`config.mk`:
```
export PLATFORM = sky130hd
export DESIGN_NAME = ripple_alu
export DESIGN_NICKNAME = d
export VERILOG_FILES = /design/src/rtl/alu_pkg.sv /design/src/rtl/alu_full_adder.sv /design/src/rtl/alu_bit_slice.sv /design/src/rtl/ripple_alu.sv
export SDC_FILE = /design/constraint.sdc
export NUM_CORES = 1
export LEC_CHECK = 0
export ABC_AREA = 1
export BUFFER_PORTS_ARGS = -buffer_cell sky130_fd_sc_hd__buf_2
export CAP_MARGIN = 20
export CORE_ASPECT_RATIO = 2
export CORE_MARGIN = 3
export CORE_UTILIZATION = 54
export DETAILED_ROUTE_END_ITERATION = 7
export PLACE_DENSITY = 0.84
export SYNTH_ARGS = -nofsm -noshare
export SYNTH_HDL_FRONTEND = slang
export SYNTH_SLANG_ARGS = --single-unit
```
`constraint.sdc`:
```
create_clock -name vclk -period 17.61
set_clock_uncertainty 0.05 [all_clocks]
set_input_delay 0.8805 -clock vclk [all_inputs]
set_output_delay 0.8805 -clock vclk [all_outputs]
set_load 0.03 [all_outputs]
```
`src/rtl/alu_pkg.sv`:
```
// Package: shared operation encoding for the bit-sliced ALU.
// Assumes a 2-bit operation field decoded identically by every slice.
package alu_pkg;
    typedef enum logic [1:0] {
        OP_AND  = 2'b00,
        OP_OR   = 2'b01,
        OP_ADD  = 2'b10,
        OP_ZERO = 2'b11
    } alu_op_e;
endpackage

```
`src/rtl/alu_full_adder.sv`:
```
// Module: one-bit full adder written as gates.
// The sum is the parity of the three inputs. The carry is the majority of
// the three inputs. Assumes nothing about timing; purely combinational.
module alu_full_adder (
    input  logic a_bit,
    input  logic b_bit,
    input  logic c_bit,
    output logic sum_bit,
    output logic carry_bit
);
    // Sum: odd number of ones among the inputs.
    assign sum_bit   = a_bit ^ b_bit ^ c_bit;
    // Carry: at least two inputs set.
    assign carry_bit = (a_bit & b_bit) | (a_bit & c_bit) | (b_bit & c_bit);
endmodule

```
`src/rtl/alu_bit_slice.sv`:
```
// Module: one bit of the ALU.
// It forms AND, OR and the full-adder sum in parallel and picks one by the
// shared operation code. The reserved code yields 0. The slice carry is
// always produced, so the chain ripples regardless of the operation.
module alu_bit_slice
    import alu_pkg::*;
(
    input  logic    a_bit,
    input  logic    b_bit,
    input  logic    c_in,
    input  alu_op_e op,
    output logic    r_bit,
    output logic    c_out
);
    logic and_bit;
    logic or_bit;
    logic sum_bit;

    // Logical candidates, evaluated regardless of op.
    assign and_bit = a_bit & b_bit;
    assign or_bit  = a_bit | b_bit;

    alu_full_adder u_fa (
        .a_bit     (a_bit),
        .b_bit     (b_bit),
        .c_bit     (c_in),
        .sum_bit   (sum_bit),
        .carry_bit (c_out)
    );

    // Per-bit selector: route the requested candidate to the output.
    always_comb begin
        unique case (op)
            OP_AND:  r_bit = and_bit;
            OP_OR:   r_bit = or_bit;
            OP_ADD:  r_bit = sum_bit;
            default: r_bit = 1'b0;
        endcase
    end
endmodule

```
`src/rtl/ripple_alu.sv`:
```
// Module: WIDTH-bit ALU assembled from one-bit slices joined by a ripple carry.
// The carry into slice i+1 is the carry out of slice i. The final carry is
// reported only for the add code. Purely combinational; no clock or reset.
module ripple_alu
    import alu_pkg::*;
#(
    parameter int WIDTH = 32
) (
    input  logic [WIDTH-1:0] opnd_a,
    input  logic [WIDTH-1:0] opnd_b,
    input  logic             carry_in,
    input  logic [1:0]       op_sel,
    output logic [WIDTH-1:0] result,
    output logic             carry_out
);
    localparam int CHAIN_LEN = WIDTH + 1;

    alu_op_e              op_dec;
    logic [CHAIN_LEN-1:0] chain;

    // Decode the raw select into the shared operation type.
    assign op_dec   = alu_op_e'(op_sel);
    // Seed the ripple chain with the external carry.
    assign chain[0] = carry_in;

    for (genvar i = 0; i < WIDTH; i++) begin : g_slice
        alu_bit_slice u_slice (
            .a_bit (opnd_a[i]),
            .b_bit (opnd_b[i]),
            .c_in  (chain[i]),
            .op    (op_dec),
            .r_bit (result[i]),
            .c_out (chain[i+1])
        );
    end

    // Report the top carry only while adding.
    assign carry_out = (op_dec == OP_ADD) & chain[WIDTH];
endmodule

```
**Word-level counts from Yosys, hierarchy flattened**

Index checks and enable logic that the tools add are counted.

- Mux-type cells: 32
- Bitwise gates (word level): 257
- Shift operators: 0
- $lt $le $gt $ge: 0
- Add/sub/neg operators: 0
- Div/mod/pow operators: 0
- Multipliers: 0
- Reductions and logical operators: 1
- Equality and inequality tests: 2

Operator list:

| kind | number |
|---|---|
| $and A1 B1 Y1 | 97 |
| $or A1 B1 Y1 | 96 |
| $pmux W1 S3 | 32 |
| $xor A1 B1 Y1 | 64 |
| $eq A2 B1 Y1 const B | 1 |
| $eq A2 B2 Y1 const B | 1 |
| $logic_not A2 Y1 | 1 |

- RAM bits: 0
- Output and inout bits: 33
- ROM bits: 0
- Memories: 0
- Register bits after elaboration: 0
- Latch bits: 0
- Input bits: 67

**Logic depth before layout (Yosys ltp)**

- Depth in word-level cells: 97
- Gate-level depth with buffers: 37
- Mapped depth without buffers: 36

**By module**

Synthesis repeated with hierarchy kept, for this count alone.

- Cells, all modules: 418
- Area, all modules: 2412.3 um^2

Modules (own cells, without submodules):

| module | times used | seq. area each (um^2) | cells an instance | area an instance (um^2) |
|---|---|---|---|---|
| alu_bit_slice | 32 | 0.0 | 12 | 55.1 |
| alu_full_adder | 32 | 0.0 | 1 | 20.0 |
| ripple_alu | 1 | 0.0 | 2 | 10.0 |

**Worst setup path before layout**

OpenSTA, ideal clock, no wires.

- Path type: input to output
- From: in opnd_a[0]
- To: out result[31]
- Stages: 37
- Setup slack: 3.482 ns
- Path buffers: 1
- Arrival: 13.197 ns
- Cell sequence: fa_1 inv_1 fa_1 fa_1 fa_1 fa_1 fa_1 fa_1 fa_1 fa_1 fa_1 fa_1 fa_1 fa_1 fa_1 fa_1 fa_1 fa_1 fa_1 fa_1 fa_1 fa_1 fa_1 fa_1 fa_1 fa_1 fa_1 fa_1 fa_1 fa_1 fa_1 fa_1 inv_1 fa_1 nand3_1 nand3_1 buf_4

- Longest elaborated chain between the ends: 95
- Elaborated cells between the ends (all ways): 126
- Those cells by class: 1 x mux; 125 x bitwise

RTL lines:

| element | RTL line | source |
|---|---|---|
| start, declared | ripple_alu.sv:9 | `input logic [WIDTH-1:0] opnd_a,` |
| $and A1 B1 Y1 | alu_full_adder.sv:14 | `assign carry_bit = (a_bit & b_bit) \| (a_bit & c_bit) \| (b_bit & c_bit);` |
| $or A1 B1 Y1 (*) (2 in a row) | alu_full_adder.sv:14 |  |
| $and A1 B1 Y1 | alu_full_adder.sv:14 |  |
| $or A1 B1 Y1 | alu_full_adder.sv:14 |  |
| $or A1 B1 Y1 (*) | alu_full_adder.sv:14 |  |
| $and A1 B1 Y1 | alu_full_adder.sv:14 |  |
| $or A1 B1 Y1 | alu_full_adder.sv:14 |  |
| $or A1 B1 Y1 (*) | alu_full_adder.sv:14 |  |
| [... 78 more ...] | n/a |  |
| $and A1 B1 Y1 | alu_full_adder.sv:14 |  |
| $or A1 B1 Y1 | alu_full_adder.sv:14 |  |
| $or A1 B1 Y1 (*) | alu_full_adder.sv:14 |  |
| $and A1 B1 Y1 | alu_full_adder.sv:14 |  |
| $or A1 B1 Y1 | alu_full_adder.sv:14 |  |
| $or A1 B1 Y1 (*) | alu_full_adder.sv:14 |  |
| $xor A1 B1 Y1 (*) | alu_full_adder.sv:12 | `assign sum_bit = a_bit ^ b_bit ^ c_bit;` |
| $pmux W1 S3 (*) | alu_bit_slice.sv:33 | `unique case (op)` |
| end, declared | ripple_alu.sv:13 | `output logic [WIDTH-1:0] result,` |

Every way passes the cells marked *; elsewhere a longest branch is shown, timed or not.

**Final worst setup path**

Ends and elaborated chain as after synthesis.

==> results_dict.tcl <==
set metrics [dict create \
    fin_crit_ps 15020 \
    internal-power_uw 31.9 \
    postCtsSetupBuffers 0 \
    synth_fp_nets 536 \
    dpl.cell_count 482 \
    wire_per_inst_um 12.7 \
    synthToLayoutAreaGrowth_pct 6.98 \
    nClkBuffers 0 \
    grt_pass1_wl_um 10300 \
    dr.pass1.iters 4 \
    fmax_mhz 66.6 \
    grt_max_degree 36 \
    ys_seq_area_frac 0 \
    postPlaceCellArea_sq_mm 0.00309 \
    hp-class "in2out" \
    via_count 2399 \
    postLayoutCoreUtil 0.601 \
    fp.dieH_um 109 \
    final_cell_area_sq_mm 0.00309 \
    worst_slew_pin_slew_ps 757 \
    path_depth 38 \
    finalSetupViolations 0 \
    portBuffers 100 \
    worst_ir_drop_vdd_mv 0.0182 \
    p_sw_frac 0.628 \
    p_comb_frac 1.000 \
    seq_cells 0 \
    setup.worst_path.start_class "primary input" \
    fin_cells 482 \
    setup.worst_path.end_class "output pin" \
    die_area_sq_mm 0.00631 \
    antenna_cells 0 \
    path_buf_inv 4 \
    seqPwrFrac 0 \
    num_rows 37 \
    overflow 0 \
    worstPathArrival_ps 14090 \
    syn-instance-count 373 \
    cts.repair.resized 0 \
    core_sq_mm 0.00514 \
    num_io_pins 100 \
    grt_usage 0.197 \
    path_class "in2out" \
    yosys-top-cells-area "ha_1 28%, fa_1 22%, inv_1 12%, nand3_1 11%, buf_4 9.9%" \
    grt_antenna_before_repair 0 \
    power_uw 85.8 \
    yosysUniqueCellTypes 12 \
    path_common_cell "fa_1" \
    ys_warn_count 0 \
    drt_iter0_markers 63 \
    start_util 0.562 \
    critPathMaxStageDelay_ps 420 \
    synth_area_sq_mm 0.00289 \
    post-synth-top-area-fraction 0.277 \
    drc 0 \
    die_w_um 57.7 \
    place_hpwl_um 4880 \
    avgSynthCellArea_sq_um 7.74 \
    avgViaCountPerCell 4.98 \
    max_cap_violations 0 \
    p_sw_uw 53.9 \
    setup_tns_ps 0 \
    p_leak_nw 1.87 \
    period_share 0.853 \
    drtAntennaViolNets 0 \
    slew_violations 0 \
    slew_headroom 0.495 \
    critical-path-top-delay-family "adder cells" \
    finalHoldViolations 0 \
    layout.nets 589 \
    post-synth-top-area-cell "ha_1" \
    status "completed" \
    crit_path_top_delay_cell "fa_1" \
    holdBufCountCts 0 \
    place.gp.congestion 0.834 \
    clkPwrFrac 0 \
    required_ps 16680 \
    final-seq-area_sq_um 0 \
    hold_depth 5 \
    drive_gt1_frac 0.243 \
    grt_pass1_vias 2473 \
    rsz0062_at_grt "no" \
    wirelength_um 6130 \
    power_per_cell_area_mw_per_mm2 27.8 \
    fillCellCount 469 \
    crit_fanout 3 \
]
cells by family after synthesis:
group | Yosys count | synth area share
buf+inv | 147 | 0.256
fa+ha+maj | 96 | 0.499
simple gates | 130 | 0.245
per-stage QoR:
| step | hold slack (ps) | setup WS, ps |
|---|---|---|
| floorplan | 2080 | 3480 |
| global placement | 2220 | 2870 |
| detailed placement | 2230 | 2650 |
| CTS | 2230 | 2590 |
| global route | 2260 | 2120 |
| finish | 2220 | 2590 |
Yosys cell counts:
| cell | count |
|---|---|
| and3_1 | 1 |
| buf_2 | 6 |
| buf_4 | 38 |
| buf_6 | 5 |
| fa_1 | 32 |
| ha_1 | 64 |
| inv_1 | 96 |
| inv_2 | 2 |
| nand2_1 | 32 |
| nand3_1 | 64 |
| nand3b_1 | 32 |
| nor2_8 | 1 |
per-layer routing:
metal / global-route usage / vias up / share of wire
met3: 0.00588 / 2 / 0.045
met4: 0.0232 / 0 / 0.0034
met1: 0.207 / 1150 / 0.35
met2: 0.421 / 72 / 0.60
met5: 0 / - / 0
li1: - / 1175 / -
layout by cell type (no fill, tap or decap), drive strengths merged:
| cell | n |
|---|---|
| and3 | 1 |
| nand3b | 32 |
| ha | 64 |
| fa | 32 |
| nand2 | 32 |
| nor2 | 1 |
| nand3 | 64 |
| inv | 98 |
| buf | 100 |
power by group through the flow:
| stage | clock network [mW] | registers [mW] | logic [mW] |
|---|---|---|---|
| after floorplan | 0 | 0 | 0.0724 |
| after global placement | 0 | 0 | 0.0825 |
| after detailed placement | 0 | 0 | 0.0866 |
| after CTS | 0 | 0 | 0.0866 |
| after global routing | 0 | 0 | 0.0968 |
| final | 0 | 0 | 0.0858 |
final timing paths:
| path | to | startpoint |
|---|---|---|
| hold / removal | result[8] | opnd_b[8] |
| setup / recovery | result[31] | opnd_a[0] |
layout make-up:
class	count	area (sq um)	area share
well taps	58	72.6	0.0235
inverters	98	368	0.119
repair buffers	100	500	0.162
multi-input cells	226	2150	0.695
No activity file was read; power rests on OpenSTA's default activity.
